===== config.mk =====
export PLATFORM = sky130hd
export DESIGN_NAME = rca_alu
export DESIGN_NICKNAME = d
export VERILOG_FILES = /design/src/rtl/rca_alu_pkg.sv /design/src/rtl/rca_slice.sv /design/src/rtl/rca_chain.sv /design/src/rtl/rca_flags.sv /design/src/rtl/rca_alu.sv
export SDC_FILE = /design/constraint.sdc
export NUM_CORES = 1
export LEC_CHECK = 0
export BUFFER_PORTS_ARGS = -buffer_cell sky130_fd_sc_hd__buf_2
export CAP_MARGIN = 20
export CELL_PAD_IN_SITES_DETAIL_PLACEMENT = 0
export CELL_PAD_IN_SITES_GLOBAL_PLACEMENT = 2
export CORE_ASPECT_RATIO = 2
export CORE_MARGIN = 2
export CORE_UTILIZATION = 30
export DETAILED_ROUTE_END_ITERATION = 12
export PLACE_DENSITY_LB_ADDON = 0.1
export SLEW_MARGIN = 10
export SYNTH_ARGS = -nofsm -noshare
export SYNTH_HDL_FRONTEND = slang
export SYNTH_HIERARCHICAL = 1
export SYNTH_SLANG_ARGS = --single-unit

===== constraint.sdc =====
create_clock -name clk_i -period 0.9 [get_ports clk_i]
set_clock_uncertainty 0.2 [all_clocks]
set_input_delay 0 -clock clk_i [delete_from_list [all_inputs] [get_ports clk_i]]
set_output_delay 0 -clock clk_i [all_outputs]
set_load 0.05 [all_outputs]

===== src/rtl/rca_alu_pkg.sv =====
package rca_alu_pkg;

    // Slice output select; the code values are decoded by every slice mux
    typedef enum logic [1:0] {
        FN_AND  = 2'b00,
        FN_OR   = 2'b01,
        FN_SUM  = 2'b10,
        FN_LESS = 2'b11
    } fn_sel_e;

endpackage


===== src/rtl/rca_slice.sv =====
module rca_slice
    import rca_alu_pkg::*;
(
    input  logic    a_i,
    input  logic    b_i,
    input  logic    neg_i,
    input  logic    cin_i,
    input  logic    less_i,
    input  fn_sel_e sel_i,
    output logic    res_o,
    output logic    cout_o,
    output logic    set_o
);

    logic b_eff;
    logic half_sum;
    logic full_sum;

    always_comb begin
        b_eff    = b_i ^ neg_i;
        half_sum = a_i ^ b_eff;
        full_sum = half_sum ^ cin_i;
        cout_o   = (a_i & b_eff) | (cin_i & half_sum);
        // raw adder output, independent of the mux
        set_o    = full_sum;
        unique case (sel_i)
            FN_AND:  res_o = a_i & b_eff;
            FN_OR:   res_o = a_i | b_eff;
            FN_SUM:  res_o = full_sum;
            FN_LESS: res_o = less_i;
            default: res_o = 1'b0;
        endcase
    end

endmodule


===== src/rtl/rca_chain.sv =====
module rca_chain
    import rca_alu_pkg::*;
#(
    parameter int W = 32
) (
    input  logic [W-1:0] opa_i,
    input  logic [W-1:0] opb_i,
    input  fn_sel_e      sel_i,
    input  logic         neg_i,
    output logic [W-1:0] res_o,
    output logic         msb_cin_o,
    output logic         msb_cout_o
);

    localparam int TOP = W - 1;

    logic [W:0]   carry;
    logic [W-1:0] less_vec;
    logic [W-1:0] set_vec;
    logic         unused_set_bits;

    assign carry[0] = neg_i;

    generate
        for (genvar i = 0; i < W; i++) begin : g_slice
            if (i == 0) begin : g_lsb
                assign less_vec[i] = set_vec[TOP];
            end else begin : g_upper
                assign less_vec[i] = 1'b0;
            end

            rca_slice u_slice (
                .a_i    (opa_i[i]),
                .b_i    (opb_i[i]),
                .neg_i  (neg_i),
                .cin_i  (carry[i]),
                .less_i (less_vec[i]),
                .sel_i  (sel_i),
                .res_o  (res_o[i]),
                .cout_o (carry[i+1]),
                .set_o  (set_vec[i])
            );
        end
    endgenerate

    assign unused_set_bits = ^set_vec[TOP-1:0];
    assign msb_cin_o       = carry[TOP];
    assign msb_cout_o      = carry[W];

endmodule


===== src/rtl/rca_flags.sv =====
module rca_flags #(
    parameter int W = 32
) (
    input  logic [W-1:0] res_i,
    input  logic         msb_cin_i,
    input  logic         msb_cout_i,
    output logic         zero_o,
    output logic         ovf_o
);

    always_comb begin
        zero_o = ~|res_i;
        ovf_o  = msb_cin_i ^ msb_cout_i;
    end

endmodule


===== src/rtl/rca_alu.sv =====
module rca_alu
    import rca_alu_pkg::*;
#(
    parameter int W = 32
) (
    input  logic         clk_i,
    input  logic         rst_ni,
    input  logic [W-1:0] opa_i,
    input  logic [W-1:0] opb_i,
    input  logic [1:0]   sel_i,
    input  logic         neg_i,
    output logic [W-1:0] res_o,
    output logic         zero_o,
    output logic         ovf_o,
    output logic         cout_o
);

    typedef struct packed {
        logic [W-1:0] res;
        logic         zero;
        logic         ovf;
        logic         cout;
    } out_t;

    out_t         out_d;
    out_t         out_q;
    logic [W-1:0] chain_res;
    logic         msb_cin;
    logic         msb_cout;
    logic         flag_zero;
    logic         flag_ovf;

    rca_chain #(.W(W)) u_chain (
        .opa_i      (opa_i),
        .opb_i      (opb_i),
        .sel_i      (fn_sel_e'(sel_i)),
        .neg_i      (neg_i),
        .res_o      (chain_res),
        .msb_cin_o  (msb_cin),
        .msb_cout_o (msb_cout)
    );

    rca_flags #(.W(W)) u_flags (
        .res_i      (chain_res),
        .msb_cin_i  (msb_cin),
        .msb_cout_i (msb_cout),
        .zero_o     (flag_zero),
        .ovf_o      (flag_ovf)
    );

    always_comb begin
        out_d      = out_q;
        out_d.res  = chain_res;
        out_d.zero = flag_zero;
        out_d.ovf  = flag_ovf;
        out_d.cout = msb_cout;
    end

    always_ff @(posedge clk_i or negedge rst_ni) begin
        if (!rst_ni) out_q <= '0;
        else         out_q <= out_d;
    end

    assign res_o  = out_q.res;
    assign zero_o = out_q.zero;
    assign ovf_o  = out_q.ovf;
    assign cout_o = out_q.cout;

endmodule


# After elaboration in Yosys (flattened, before gate mapping)
# Cells that the tools add are included.
totals:
  reg_bits: 35
  wordCells: 267
classes:
  n_eq_ne: 3
  mux: 32
  n_bitwise: 225
  reduce_logical: 3
op_table:
  columns: ["op", "n"]
  rows:
  - ["1-bit one-hot mux with 4 select lines", 32]
  - ["1-bit bitwise XOR", 97]
  - ["1-bit AND", 64]
  - ["1-bit OR", 64]
  - ["32-bit OR reduction", 1]
  - ["2-bit == test, second input constant", 2]
  - ["2-bit by 1-bit == test with 1-bit output, second input constant", 1]
  - ["2-bit zero test", 1]
  - ["1-bit zero test", 1]

# Logic depth before layout (Yosys ltp)
# Gate-level depths: netlist of run 1.
logic_depth:
  ltp_word: 68
  mapped_depth: 101
  mapped_depth_nobuf: 101

# Hierarchy
# Netlist of run 1, hierarchy kept.
modules_own_cells:
  columns: ["mod", "n_inst", "cells_each", "area_per_inst_um2", "seq_area_each_um2"]
  rows:
  - ["rca_slice", 32, 11, 98.8, 0.0]
  - ["rca_alu", 1, 35, 875.8, 875.8]
  - ["rca_flags", 1, 12, 81.3, 0.0]
  - ["rca_chain", 1, 1, 3.8, 0.0]

# Worst setup path before layout of run 1
# No wires, ideal clock.
synth_timing:
  path_type: "input-to-reg"
  startpoint: "input port neg_i"
  endpoint: "register out_q (netlist bit zero_o)"
  arrival_time_ns: 16.085
  slack_ns: -15.457
  stages: 101
  n_path_buf: 0
  cell_sequence: "xor2_1 -> inv_1 -> fa_1 -> inv_1 -> inv_1 -> fa_1 -> inv_1 -> inv_1 -> fa_1 -> inv_1 -> inv_1 -> fa_1 -> inv_1 -> inv_1 -> fa_1 -> inv_1 -> inv_1 -> fa_1 -> [... 65 more ...] -> fa_1 -> inv_1 -> inv_1 -> fa_1 -> inv_1 -> inv_1 -> fa_1 -> inv_1 -> inv_1 -> fa_1 -> inv_1 -> inv_1 -> fa_1 -> inv_1 -> mux4_2 -> nor4_1 -> nand4_1 -> nor2_1"
synth_via:
  elab_chain_len: 68
  elab_cells_between_ends: 256
synth_rtl:
  columns: ["item", "line", "text"]
  rows:
  - ["from (decl)", "rca_alu.sv:11", "input logic neg_i,"]
  - ["1-bit bitwise XOR", "rca_slice.sv:20", "b_eff = b_i ^ neg_i;"]
  - ["1-bit bitwise XOR", "rca_slice.sv:21", "half_sum = a_i ^ b_eff;"]
  - ["1-bit AND", "rca_slice.sv:23", "cout_o = (a_i & b_eff) | (cin_i & half_sum);"]
  - ["1-bit OR (*)", "rca_slice.sv:23", null]
  - ["named net u_chain.carry[1]", "rca_chain.sv:17", "logic [W:0] carry;"]
  - ["1-bit AND (*)", "rca_slice.sv:23", null]
  - ["1-bit OR (*)", "rca_slice.sv:23", null]
  - ["named net u_chain.carry[2]", "rca_chain.sv:17", null]
  - ["[... 2 more ...]", null, null]
  - ["named net u_chain.carry[3]", "rca_chain.sv:17", null]
  - ["[... 2 more ...]", null, null]
  - ["named net u_chain.carry[4]", "rca_chain.sv:17", null]
  - ["[... 2 more ...]", null, null]
  - ["named net u_chain.carry[5]", "rca_chain.sv:17", null]
  - ["[... 2 more ...]", null, null]
  - ["named net u_chain.carry[6]", "rca_chain.sv:17", null]
  - ["[... 2 more ...]", null, null]
  - ["named net u_chain.carry[7]", "rca_chain.sv:17", null]
  - ["[... 2 more ...]", null, null]
  - ["named net u_chain.carry[8]", "rca_chain.sv:17", null]
  - ["[... 2 more ...]", null, null]
  - ["named net u_chain.carry[9]", "rca_chain.sv:17", null]
  - ["[... 2 more ...]", null, null]
  - ["named net u_chain.carry[10]", "rca_chain.sv:17", null]
  - ["[... 2 more ...]", null, null]
  - ["named net u_chain.carry[11]", "rca_chain.sv:17", null]
  - ["[... 2 more ...]", null, null]
  - ["named net u_chain.carry[12]", "rca_chain.sv:17", null]
  - ["[... 2 more ...]", null, null]
  - ["named net u_chain.carry[13]", "rca_chain.sv:17", null]
  - ["[... 2 more ...]", null, null]
  - ["named net u_chain.carry[14]", "rca_chain.sv:17", null]
  - ["[... 2 more ...]", null, null]
  - ["named net u_chain.carry[15]", "rca_chain.sv:17", null]
  - ["[... 2 more ...]", null, null]
  - ["named net u_chain.carry[16]", "rca_chain.sv:17", null]
  - ["[... 2 more ...]", null, null]
  - ["named net u_chain.carry[17]", "rca_chain.sv:17", null]
  - ["[... 2 more ...]", null, null]
  - ["named net u_chain.carry[18]", "rca_chain.sv:17", null]
  - ["[... 2 more ...]", null, null]
  - ["named net u_chain.carry[19]", "rca_chain.sv:17", null]
  - ["[... 2 more ...]", null, null]
  - ["named net u_chain.carry[20]", "rca_chain.sv:17", null]
  - ["[... 2 more ...]", null, null]
  - ["named net u_chain.carry[21]", "rca_chain.sv:17", null]
  - ["[... 2 more ...]", null, null]
  - ["named net u_chain.carry[22]", "rca_chain.sv:17", null]
  - ["[... 2 more ...]", null, null]
  - ["named net u_chain.carry[23]", "rca_chain.sv:17", null]
  - ["[... 2 more ...]", null, null]
  - ["named net u_chain.carry[24]", "rca_chain.sv:17", null]
  - ["[... 2 more ...]", null, null]
  - ["named net u_chain.carry[25]", "rca_chain.sv:17", null]
  - ["[... 2 more ...]", null, null]
  - ["named net u_chain.carry[26]", "rca_chain.sv:17", null]
  - ["[... 2 more ...]", null, null]
  - ["named net u_chain.carry[27]", "rca_chain.sv:17", null]
  - ["[... 2 more ...]", null, null]
  - ["named net u_chain.carry[28]", "rca_chain.sv:17", null]
  - ["[... 2 more ...]", null, null]
  - ["named net u_chain.carry[29]", "rca_chain.sv:17", null]
  - ["[... 2 more ...]", null, null]
  - ["named net u_chain.carry[30]", "rca_chain.sv:17", null]
  - ["[... 2 more ...]", null, null]
  - ["named net msb_cin", "rca_alu.sv:28", "logic msb_cin;"]
  - ["1-bit bitwise XOR (*)", "rca_slice.sv:22", "full_sum = half_sum ^ cin_i;"]
  - ["named net u_chain.less_vec[0]", "rca_chain.sv:18", "logic [W-1:0] less_vec;"]
  - ["1-bit one-hot mux with 4 select lines (*)", "rca_slice.sv:26", "unique case (sel_i)"]
  - ["named net chain_res[0]", "rca_alu.sv:27", "logic [W-1:0] chain_res;"]
  - ["32-bit OR reduction (*)", "rca_flags.sv:12", "zero_o = ~|res_i;"]
  - ["1-bit zero test (*)", "rca_flags.sv:12", null]
  - ["named net flag_zero", "rca_alu.sv:30", "logic flag_zero;"]
  - ["to (signal assigned)", "rca_alu.sv:61", "else out_q <= out_d;"]
  - ["to (decl)", "rca_alu.sv:26", "out_t out_q;"]
# Mark *: on every way through the listed nets, which the timed path passes. The rest lies on a longest branch.

# Worst setup path in the final report of run 1
layout_timing:
  startpoint: "input port opb_i[0]"
  endpoint: "register out_q (netlist bit zero_o)"
layout_via:
  elab_chain_len: 68
  elab_cells_between_ends: 132
layout_rtl:
  columns: ["item", "line", "text"]
  rows:
  - ["from (decl)", "rca_alu.sv:9", "input logic [W-1:0] opb_i,"]
  - ["1-bit bitwise XOR (*)", "rca_slice.sv:20", null]
  - ["1-bit bitwise XOR", "rca_slice.sv:21", null]
  - ["1-bit AND", "rca_slice.sv:23", null]
  - ["1-bit OR (*)", "rca_slice.sv:23", null]
  - ["named net u_chain.carry[1]", "rca_chain.sv:17", null]
  - ["1-bit AND (*)", "rca_slice.sv:23", null]
  - ["1-bit OR (*)", "rca_slice.sv:23", null]
  - ["named net u_chain.carry[2]", "rca_chain.sv:17", null]
  - ["[... 2 more ...]", null, null]
  - ["named net u_chain.carry[3]", "rca_chain.sv:17", null]
  - ["[... 2 more ...]", null, null]
  - ["named net u_chain.carry[4]", "rca_chain.sv:17", null]
  - ["[... 2 more ...]", null, null]
  - ["named net u_chain.carry[5]", "rca_chain.sv:17", null]
  - ["[... 2 more ...]", null, null]
  - ["named net u_chain.carry[6]", "rca_chain.sv:17", null]
  - ["[... 2 more ...]", null, null]
  - ["named net u_chain.carry[7]", "rca_chain.sv:17", null]
  - ["[... 2 more ...]", null, null]
  - ["named net u_chain.carry[8]", "rca_chain.sv:17", null]
  - ["[... 2 more ...]", null, null]
  - ["named net u_chain.carry[9]", "rca_chain.sv:17", null]
  - ["[... 2 more ...]", null, null]
  - ["named net u_chain.carry[10]", "rca_chain.sv:17", null]
  - ["[... 2 more ...]", null, null]
  - ["named net u_chain.carry[11]", "rca_chain.sv:17", null]
  - ["[... 2 more ...]", null, null]
  - ["named net u_chain.carry[12]", "rca_chain.sv:17", null]
  - ["[... 2 more ...]", null, null]
  - ["named net u_chain.carry[13]", "rca_chain.sv:17", null]
  - ["[... 2 more ...]", null, null]
  - ["named net u_chain.carry[14]", "rca_chain.sv:17", null]
  - ["[... 2 more ...]", null, null]
  - ["named net u_chain.carry[15]", "rca_chain.sv:17", null]
  - ["[... 2 more ...]", null, null]
  - ["named net u_chain.carry[16]", "rca_chain.sv:17", null]
  - ["[... 2 more ...]", null, null]
  - ["named net u_chain.carry[17]", "rca_chain.sv:17", null]
  - ["[... 2 more ...]", null, null]
  - ["named net u_chain.carry[18]", "rca_chain.sv:17", null]
  - ["[... 2 more ...]", null, null]
  - ["named net u_chain.carry[19]", "rca_chain.sv:17", null]
  - ["[... 2 more ...]", null, null]
  - ["named net u_chain.carry[20]", "rca_chain.sv:17", null]
  - ["[... 2 more ...]", null, null]
  - ["named net u_chain.carry[21]", "rca_chain.sv:17", null]
  - ["[... 2 more ...]", null, null]
  - ["named net u_chain.carry[22]", "rca_chain.sv:17", null]
  - ["[... 2 more ...]", null, null]
  - ["named net u_chain.carry[23]", "rca_chain.sv:17", null]
  - ["[... 2 more ...]", null, null]
  - ["named net u_chain.carry[24]", "rca_chain.sv:17", null]
  - ["[... 2 more ...]", null, null]
  - ["named net u_chain.carry[25]", "rca_chain.sv:17", null]
  - ["[... 2 more ...]", null, null]
  - ["named net u_chain.carry[26]", "rca_chain.sv:17", null]
  - ["[... 2 more ...]", null, null]
  - ["named net u_chain.carry[27]", "rca_chain.sv:17", null]
  - ["[... 2 more ...]", null, null]
  - ["named net u_chain.carry[28]", "rca_chain.sv:17", null]
  - ["[... 2 more ...]", null, null]
  - ["named net u_chain.carry[29]", "rca_chain.sv:17", null]
  - ["[... 2 more ...]", null, null]
  - ["named net u_chain.carry[30]", "rca_chain.sv:17", null]
  - ["[... 2 more ...]", null, null]
  - ["named net msb_cin", "rca_alu.sv:28", null]
  - ["1-bit bitwise XOR (*)", "rca_slice.sv:22", null]
  - ["named net u_chain.less_vec[0]", "rca_chain.sv:18", null]
  - ["1-bit one-hot mux with 4 select lines (*)", "rca_slice.sv:26", null]
  - ["named net chain_res[0]", "rca_alu.sv:27", null]
  - ["32-bit OR reduction (*)", "rca_flags.sv:12", null]
  - ["1-bit zero test (*)", "rca_flags.sv:12", null]
  - ["named net flag_zero", "rca_alu.sv:30", null]
# Marked as above.

==> metrics.md, run 1 <==
| Metric | Value |
|---|---|
| Outcome | finished with violations |
| Failing checks | negative setup slack |
| Root Driver | clkbuf_16 |
| Final core occ | 0.483 |
| Critical Path End Type | register |
| Post-Layout Cell Count | approximately 820 |
| Crit-path most repeated cell | inv_2 |
| Via count | between 3000 and 4000 |
| Initial core utilization | 0.307 |
| Final TNS setup | -280.59 ns |
| Distinct cells, synth | 11 |
| CTS tree | yes |
| DRC viols | 0 |
| Number of synthesized flops with an enable pin | 0 |
| Antenna violations before repair | 0 |
| H-Tree Depth | 2 |
| Slew Viols, Final | 0 |
| Net Sw Frac | 0.385 |
| Grt peak-use layer | met2 |
| Gpl congestion | approximately 0.76 |
| Starting DRC count in detailed routing | 51 |
| CTS sink count | 35 |
| Routed Antenna Nets | 0 |
| Met3 Use GR | 0.0170 |
| Clk pwr share | 0.226 |
| Synth warnings | 6 |
| Mapped Cells | 400 |
| Switch Pwr | 3.44 mW |
| CP Max Fanout | 2 |
| Dominant cell type by area after synthesis | dfrtp_1 |
| HPWL after DPL | roughly 8.5 mm |
| Setup-failing EPs final | 70 |
| Final hold viol count | 0 |
| Area share of the leading cell type in the synthesized netlist | 0.212 |
| Cell Pwr Density | 1380 nW/um^2 |
| # rows | 60 |
| Post-Syn Area | about 4100 um^2 |
| Vias in the first global route | around 3600 |
| # diodes | 0 |
| Max-cap check violation count | 0 |
| Most numerous cell in the Yosys netlist | inv_1 |
| Flop pwr share | 0.227 |
| Total power | slightly below 9 mW |
| Post-detailed-route wirelength per cell | ~12 um |
| Synth Flop Type | dfrtp_1 |
| HP Class | input pin to asynchronous set/reset pin |
| Avg Inst Size Synth | just over 10 um^2 |
| WL final | slightly below 10 mm |
| Post-Place Cells | around 800 |
| Global route total overflow | 0 |
| Sequential element share of the synthesized area | 0.212 |
| Layout cells sized above 1 | 0.576 |
| Tot GR Track Use | 0.140 |
| Crit path launch | opb_i[0] |
| F_max | 67.2 MHz |
| M2 GR Usage | 0.295 |
| Internal | roughly 5.5 mW |
| Max VDD drop | ~0.67 mV |
| Design area | 6490 um^2 |
| Setup Crit Path Kind | input pin to register |
| Min cycle time layout | approximately 15 ns |
| Most area-consuming cells after synthesis | dfrtp_1 21%, ha_1 19%, inv_1 17%, mux4_2 17%, fa_1 16% |
| Comb pwr share | 0.547 |
| Full die area | ~15000 um^2 |
| Slowest-stage cell, CP | mux4_2 |
| Crit-path max cell delay | approximately 0.52 ns |
| Area growth syn-to-layout | 57.3% |
| CTS Buf Count | 5 |
| CP Launch Type | input pin |
| Vias/cell | 4.05 |
| Iteration count of the initial detailed-routing pass | 4 |
| DP Worst Slack | -14.65 ns |
| Synthesis-stage register bit count | 35 |
| Unrepaired setup endpoints after global routing | true |
| Clk buf depth | 2 |
| Global-route wire length before repair | between 15 and 20 mm |
| Buffers on Ports | just over 100 |
| Post-route setup slack | -13.97 ns |
| Required time of the worst setup path | between 0.9 and 1 ns |
| Tcrit/Tclk final | 16.5 |
| Hold_ws | between 0.02 and 0.025 ns |
| Area after DPL | roughly 6000 um^2 |
| Post-synth ARST share | 1.00 |
| Largest net degree at the start of global routing | 36 |
| CTS clk-pin slew, worst paths | roughly 0.050 ns |
| Met1 global-route usage | 0.136 |
| Die H | roughly 170 um |
| Worst path arrival time | between 10 and 15 ns |
| Core ar. | roughly 13000 um^2 |
| Top cells by count, synth | 192 x inv_1, 64 x ha_1, 35 x dfrtp_1 |
| Pleak | ~3.6 nW |
| DIE WIDTH | 86.9 um |
| Layout Nets | 831 |
| Num ports | roughly 100 |
-- layer usage --
layer,wire length [um],part of all wire
met4,104,0.011
met3,342,0.035
met2,6030,0.62
met5,0,0
met1,3180,0.33
-- power by group through the flow --
stage / clock, mW / combinational [mW] / sequential, mW
2_1_floorplan: 0 / 1.65 / 2.98
3_3_place_gp: 0 / 4.28 / 2.00
3_5_place_dp: 0 / 4.38 / 1.99
4_1_cts: 2.06 / 4.88 / 2.04
5_1_grt: 2.12 / 5.37 / 2.05
6_report: 2.02 / 4.88 / 2.03
-- layout make-up --
class	count	area, um^2
Fill cell	1309	6950
Multi-Input combinational cell	203	2760
Sequential cell	35	876
Clock buffer	6	139
Tap cell	155	194
Timing Repair Buffer	229	1770
Inverter	192	721
Clock inverter	2	35.0
-- path summary, 6_finish.rpt --
path | to
max | zero_o$_DFF_PN0_
min in group clk_i | res_o[30]$_DFF_PN0_
max in group asynchronous | res_o[12]$_DFF_PN0_
min | res_o[27]$_DFF_PN0_
-- registers in the layout (all words and copies together) (netlist names) --
signal and count:
cout_o 1, ovf_o 1, zero_o 1, res_o 32
-- cell families (layout without fill, tap and decap cells) --
logic type / after synthesis / in the layout / share of synthesized area
buf+inv: 192 / 429 / 0.175
xor+xnor: 33 / 33 / 0.0701
fa+ha+maj: 96 / 96 / 0.350
simple gates: 11 / 11 / 0.0176
mux: 32 / 32 / 0.175
flops: 35 / 35 / 0.212
other cells: 1 / 31 / 0.000909
-- critical path: cells and delay by family --
kind                     cells  cell delay [ns]
XOR/XNOR                     1             0.16
adder cells (fa/ha/maj)     32            10.59
buffers and inverters       66             3.13
multiplexers                 1             0.52
AND/OR/NAND/NOR              3             0.47
-- cells in the final DEF, fill, tap and decap left out, types with 31 or more instances in the layout --
cell and n:
conb_1 31, mux4_2 32, buf_4 119, ha_1 64, buf_2 66, dfrtp_1 35, inv_2 81, inv_1 111
xor2_1 32, buf_6 37, fa_2 31
-- repair_timing --
action	CTS	global route
setup endpoints to repair	70	70
hold endpoints to repair	35	0
gates resized for setup	102	23
hold buffers	1	0
pin swaps	3	0
gates cloned	0	0
buffers inserted	3	1
No activity file was read; power rests on OpenSTA's default activity.
==> run 2: changes to the inputs <==
CORE_UTILIZATION = 37   (was 30)
==> run 2 against run 1 <==
The flow still finishes with violations (negative setup slack). Cell count shrank 2.7%. Via count shrank 0.78%. Sequential share of layout area grew 0.12 points. Critical path depth shrank 1. Critical endpoint unchanged. Largest power group unchanged.
==> metrics.md, run 2 (same netlist as run 1, synthesis figures left out) <==
| Metric | Value |
|---|---|
| CP Max Fanout | 2 (unchanged) |
| Final core occ | 0.591 (+0.109) |
| Outcome | finished with violations |
| Vias/cell | 4.13 (+1.9%) |
| Largest net degree at the start of global routing | 36 (unchanged) |
| Failing checks | negative setup slack |
| Min cycle time layout | 14.75 ns (-0.125 ns) |
| Max reg flops | 32 (unchanged) |
| Area growth syn-to-layout | 56.0% |
| Tot GR Track Use | 0.179 (+0.0390) |
| Buffers on Ports | 103 (unchanged) |
| Critical Path End Type | register |
| H-Tree Depth | 2 (unchanged) |
| HPWL after DPL | 8.56 mm (+0.64%) |
| Net Sw Frac | 0.390 (+0.00521) |
| Sequential Area | 876 um^2 (unchanged) |
| Setup-failing EPs final | 70 (unchanged) |
| Iteration count of the initial detailed-routing pass | 4 (unchanged) |
| Layout Nets | 824 (-0.84%) |
| Global route total overflow | 0 (unchanged) |
| Cell Pwr Density | 1390 nW/um^2 (+1.3%) |
| CTS Buf Count | 5 (unchanged) |
| Multi-input combinational cell area | 2770 um^2 (+0.32%) |
| Crit-path max cell delay | 0.51 ns (about the same) |
| Most frequent cells in the layout | 110 x buf_4, 106 x inv_1, 86 x inv_2 |
| Via count | 3300 (-0.78%) |
| Layout cells sized above 1 | 0.579 (+0.00308) |
| Crit-path most repeated cell | inv_2 |
| Worst path arrival time | 14.76 ns (-0.12 ns) |
| DRC viols | 0 (unchanged) |
| Num ports | 104 (unchanged) |
| Starting DRC count in detailed routing | 41 (-20%) |
| Die H | 153 um (-9.7%) |
| Comb pwr share | 0.549 (+0.002) |
| Slowest-stage cell, CP | mux4_2 |
| Internal | 5.47 mW (-0.36%) |
| Antenna violations before repair | 0 (unchanged) |
| Gpl congestion | 0.812 (+6.6%) |
| Max VDD drop | 1.19 mV (+77%) |
| Setup Crit Path Kind | input pin to register |
| Global-route wire length before repair | 16.6 mm (+3.9%) |
| # diodes | 0 (unchanged) |
| Unrepaired setup endpoints after global routing | true |
| Pleak | 3.60 nW (-0.99%) |
| Design area | 6430 um^2 (-0.85%) |
| Max-cap check violation count | 0 (unchanged) |
| Vias in the first global route | 3742 (+2.9%) |
| Leading cell type in the layout, fill and taps excluded | buf_4 |
| CTS sink count | 35 (unchanged) |
| Total power | 8.97 mW (+0.49%) |
| Final TNS setup | -278.38 ns (+2.21 ns) |
| F_max | 67.8 MHz (+0.85%) |
| # rows | 54 (-10%) |
| WL final | 9.73 mm (+0.80%) |
| Routed Antenna Nets | 0 (unchanged) |
| Required time of the worst setup path | 0.91 ns (about the same) |
| Full die area | 12100 um^2 (-18%) |
| CTS clk-pin slew, worst paths | 0.05 ns (about the same) |
| Tcrit/Tclk final | 16.4 (-0.139) |
| Post-route setup slack | -13.85 ns (+0.125 ns) |
| Switch Pwr | 3.50 mW (+1.8%) |
| Root Driver | clkbuf_16 |
| Filler cells | 1001 (-24%) |
| Slew Viols, Final | 0 (unchanged) |
| HP Class | input pin to register |
| CP Launch Type | input pin |
| Final hold viol count | 0 (unchanged) |
| Initial core utilization | 0.379 (+0.0722) |
| Flop pwr share | 0.225 (-0.002) |
| Core ar. | 10900 um^2 (-19%) |
| DIE WIDTH | 78.7 um (-9.5%) |
| Clk pwr share | 0.226 (about the same) |
| CTS tree | yes |
| Post-detailed-route wirelength per cell | 12.2 um (+3.6%) |
| Clk buf depth | 2 (unchanged) |
| Hold_ws | 0.00838 ns (-0.0138 ns) |
| Area after DPL | 5930 um^2 (-1.3%) |
[run 2: final timing paths]
kind | start | end | slack [ns] | cells after the start
worst max-delay path | opb_i[0] | zero_o$_DFF_PN0_ | -13.85 | 102
max in group asynchronous | rst_ni | res_o[7]$_DFF_PN0_ | 0.29 | 3
worst min-delay path | opa_i[31] | cout_o$_DFF_PN0_ | 0.008 | 4
min in group asynchronous | rst_ni | res_o[27]$_DFF_PN0_ | 0.02 | 3
[run 2: cell type report]
type	count	share of cell area
Clock buffer	6	0.0216
Clock inverter	2	0.00545
Inverter	192	0.112
Multi-Input combinational cell	203	0.430
Sequential cell	35	0.136
Tap cell	140	0.0272
Timing Repair Buffer	222	0.267
[run 2: worst max-delay path: cells and delay by family]
family / cells / cell delay, ns
simple gates: 3 / 0.48
mux: 1 / 0.51
fa+ha+maj: 32 / 10.60
buf+inv: 65 / 3.03
xor+xnor: 1 / 0.16
[run 2: per-stage QoR]
step	instances	setup slack, ns
after global placement	786	-14.36
after floorplan	430	-13.38
final	800	-13.85
after global routing	800	-14.49
after CTS	801	-13.96
after detailed placement	786	-14.45
[run 2: repair_timing]
action	4_1_cts	5_1_grt
hold endpoints to repair	35	0
resized for setup	102	32
buffers inserted	6	0
hold buffers	1	0
setup endpoints to repair	70	70
pin swaps	2	1
[run 2: power groups by stage]
stage	combinational, mW	clock (mW)	sequential (mW)
5_1_grt	5.40	2.15	2.03
4_1_cts	4.89	2.07	2.02
3_5_place_dp	4.35	0	1.98
3_3_place_gp	4.21	0	1.97
6_report	4.92	2.03	2.01
2_1_floorplan	1.65	0	2.98
[run 2: layer usage]
metal	track usage	vias up	part of all wire
met5	0	-	0
met1	0.171	1598	0.34
met2	0.371	74	0.61
li1	-	1618	-
met4	0.0602	0	0.018
met3	0.0230	10	0.034
==> run 3: changes to the inputs <==
ABC_AREA = 1   (was unset)
CORE_UTILIZATION = 32   (was 37)
==> run 3 against run 2 <==
The run ends with negative hold slack, negative setup slack left. Power down 9.1%. Clock power down 18%. Wire length up 3.9%. Non-clock buffer count down 7. Setup slack worse by 0.34 ns. Sequential cell count unchanged. Combinational power down 7.1%. Synthesized cell count up 69%. Critical path type unchanged. Largest cell class unchanged. Largest power group unchanged.
==> metrics.md, run 3 <==
| Metric | Value |
|---|---|
| F_max | 66.3 MHz (-2.2%) |
| DRC viols | 0 (unchanged) |
| H-Tree Depth | 2 (unchanged) |
| Max reg flops | 32 (unchanged) |
| Antenna violations before repair | 2 (+2) |
| Required time of the worst setup path | 0.88 ns (-0.03 ns) |
| Post-route setup slack | -14.19 ns (-0.338 ns) |
| Cell Pwr Density | 1160 nW/um^2 (-17%) |
| Synth warnings | 6 (unchanged) |
| Final hold viol count | 10 (+10) |
| Global-route wire length before repair | 16.9 mm (+2.1%) |
| Crit-path most repeated cell | inv_2 |
| Pleak | 4.09 nW (+14%) |
| Area after DPL | 6450 um^2 (+8.7%) |
| Unrepaired setup endpoints after global routing | true |
| CP top delay family | adder cells |
| Design area | 7020 um^2 (+9.1%) |
| Iteration count of the initial detailed-routing pass | 4 (unchanged) |
| CP Max Fanout | 4 (+2) |
| CP Launch Type | input pin |
| DIE WIDTH | 88.9 um (+13%) |
| Failing checks | negative hold slack, negative setup slack |
| Post-Syn Area | 4610 um^2 (+12%) |
| Post-detailed-route wirelength per cell | 9.00 um (-26%) |
| Full die area | 15400 um^2 (+28%) |
| Largest net degree at the start of global routing | 40 (+11%) |
| Leading cell type in the layout, fill and taps excluded | inv_1 |
| CTS Buf Count | 5 (unchanged) |
| Buffers on Ports | 103 (unchanged) |
| Tot GR Track Use | 0.139 (-0.0403) |
| Slew Viols, Final | 0 (unchanged) |
| Max-cap check violation count | 0 (unchanged) |
| Hold_ws | -0.0849 ns (-0.0933 ns) |
| CTS sink count | 35 (unchanged) |
| HP Class | input pin to asynchronous set/reset pin |
| Gpl congestion | 0.737 (-9.3%) |
| Area growth syn-to-layout | 52.1% |
| Critical Path End Type | register |
| CTS clk-pin slew, worst paths | 0.06 ns (about the same) |
| Vias/cell | 3.75 (-9.1%) |
| Clk buf depth | 2 (unchanged) |
| Setup-failing EPs final | 70 (unchanged) |
| Vias in the first global route | 3896 (+4.1%) |
| Die H | 174 um (+13%) |
| HPWL after DPL | 8.38 mm (-2.1%) |
| Initial core utilization | 0.325 (-0.0542) |
| Crit-path max cell delay | 0.51 ns (about the same) |
| Via count | 4209 (+28%) |
| Starting DRC count in detailed routing | 99 (+140%) |
| Routed Antenna Nets | 0 (unchanged) |
| Core ar. | 14200 um^2 (+31%) |
| Most frequent cells in the layout | 192 x inv_1, 144 x nand2_1, 98 x buf_4 |
| Final TNS setup | -279.60 ns (-1.22 ns) |
| Max VDD drop | 0.664 mV (-44%) |
| WL final | 10.1 mm (+3.9%) |
| Avg Inst Size Synth | 6.81 um^2 (-34%) |
| Root Driver | clkbuf_16 |
| Layout Nets | 1094 (+33%) |
| Slowest-stage cell, CP | fa_1 |
| DP Worst Slack | -14.71 ns (-0.264 ns) |
| Buffers and inverters on the worst path | 69 (+6.2%) |
| Tcrit/Tclk final | 16.8 (+0.376) |
| Worst path arrival time | 15.06 ns (+0.30 ns) |
| Setup Crit Path Kind | input pin to register |
| Mapped Cells | 677 (+69%) |
| CTS tree | yes |
| Outcome | finished with violations |
| # rows | 62 (+15%) |
| Layout cells sized above 1 | 0.378 (-0.200) |
| Hold buffers post-CTS | 1 (unchanged) |
| Global route total overflow | 0 (unchanged) |
| Min cycle time layout | 15.09 ns (+0.338 ns) |
| Num ports | 104 (unchanged) |
==> run 3: power by group <==
part	switching, mW	internal, mW
combinational	2.56	2.01
clock	0.652	1.02
sequential	0.112	1.80
total	3.33	4.83
==> run 3: worst max-delay path by stage <==
| stage | start | end | slack (ns) | cells past startpoint |
|---|---|---|---|---|
| 5_1_grt | neg_i | zero_o$_DFF_PN0_ | -14.95 | 106 |
| 4_1_cts | neg_i | zero_o$_DFF_PN0_ | -14.31 | 106 |
| 3_5_place_dp | neg_i | zero_o$_DFF_PN0_ | -14.71 | 106 |
| 3_3_place_gp | neg_i | zero_o$_DFF_PN0_ | -14.62 | 106 |
| 6_report | neg_i | res_o[0]$_DFF_PN0_ | -14.19 | 105 |
| 2_1_floorplan | neg_i | zero_o$_DFF_PN0_ | -13.91 | 105 |
==> run 3: per-stage QoR <==
step / utilization / hold WS [ns] / instances / power (mW)
after detailed placement: 0.454 / -0.316 / 1108 / 6.01
final: 0.494 / -0.0849 / 1123 / 8.15
after global routing: 0.494 / -0.0510 / 1123 / 8.89
after floorplan: - / -0.496 / 707 / 4.45
after global placement: 0.454 / -0.317 / 1108 / 5.97
after CTS: 0.484 / -0.0898 / 1120 / 8.17
==> run 3: area by class of cell <==
| cell class | count | area (um^2) |
|---|---|---|
| inverter | 257 | 965 |
| clock inverter | 1 | 5.00 |
| fill | 1522 | 7180 |
| clock buffer | 7 | 133 |
| timing repair buffer | 215 | 1710 |
| multi-input combinational | 415 | 3090 |
| tap | 192 | 240 |
| antenna | 1 | 2.50 |
| sequential | 35 | 876 |
==> run 3: repair_timing <==
action,in CTS,in global routing
endpoints found under the setup margin,70,70
buffers inserted,5,6
gates resized for setup,83,42
endpoints found under the hold margin,37,9
pin swaps,38,14
==> run 3: metal layers <==
metal | routed length, um | share of wire | GRT usage | vias to the layer above
li1 | - | - | - | 2321
met1 | 4170 | 0.41 | 0.165 | 1812
met2 | 5400 | 0.53 | 0.250 | 64
met3 | 364 | 0.036 | 0.0200 | 10
met4 | 161 | 0.016 | 0.0410 | 2
met5 | 16 | 0.0016 | 0 | -
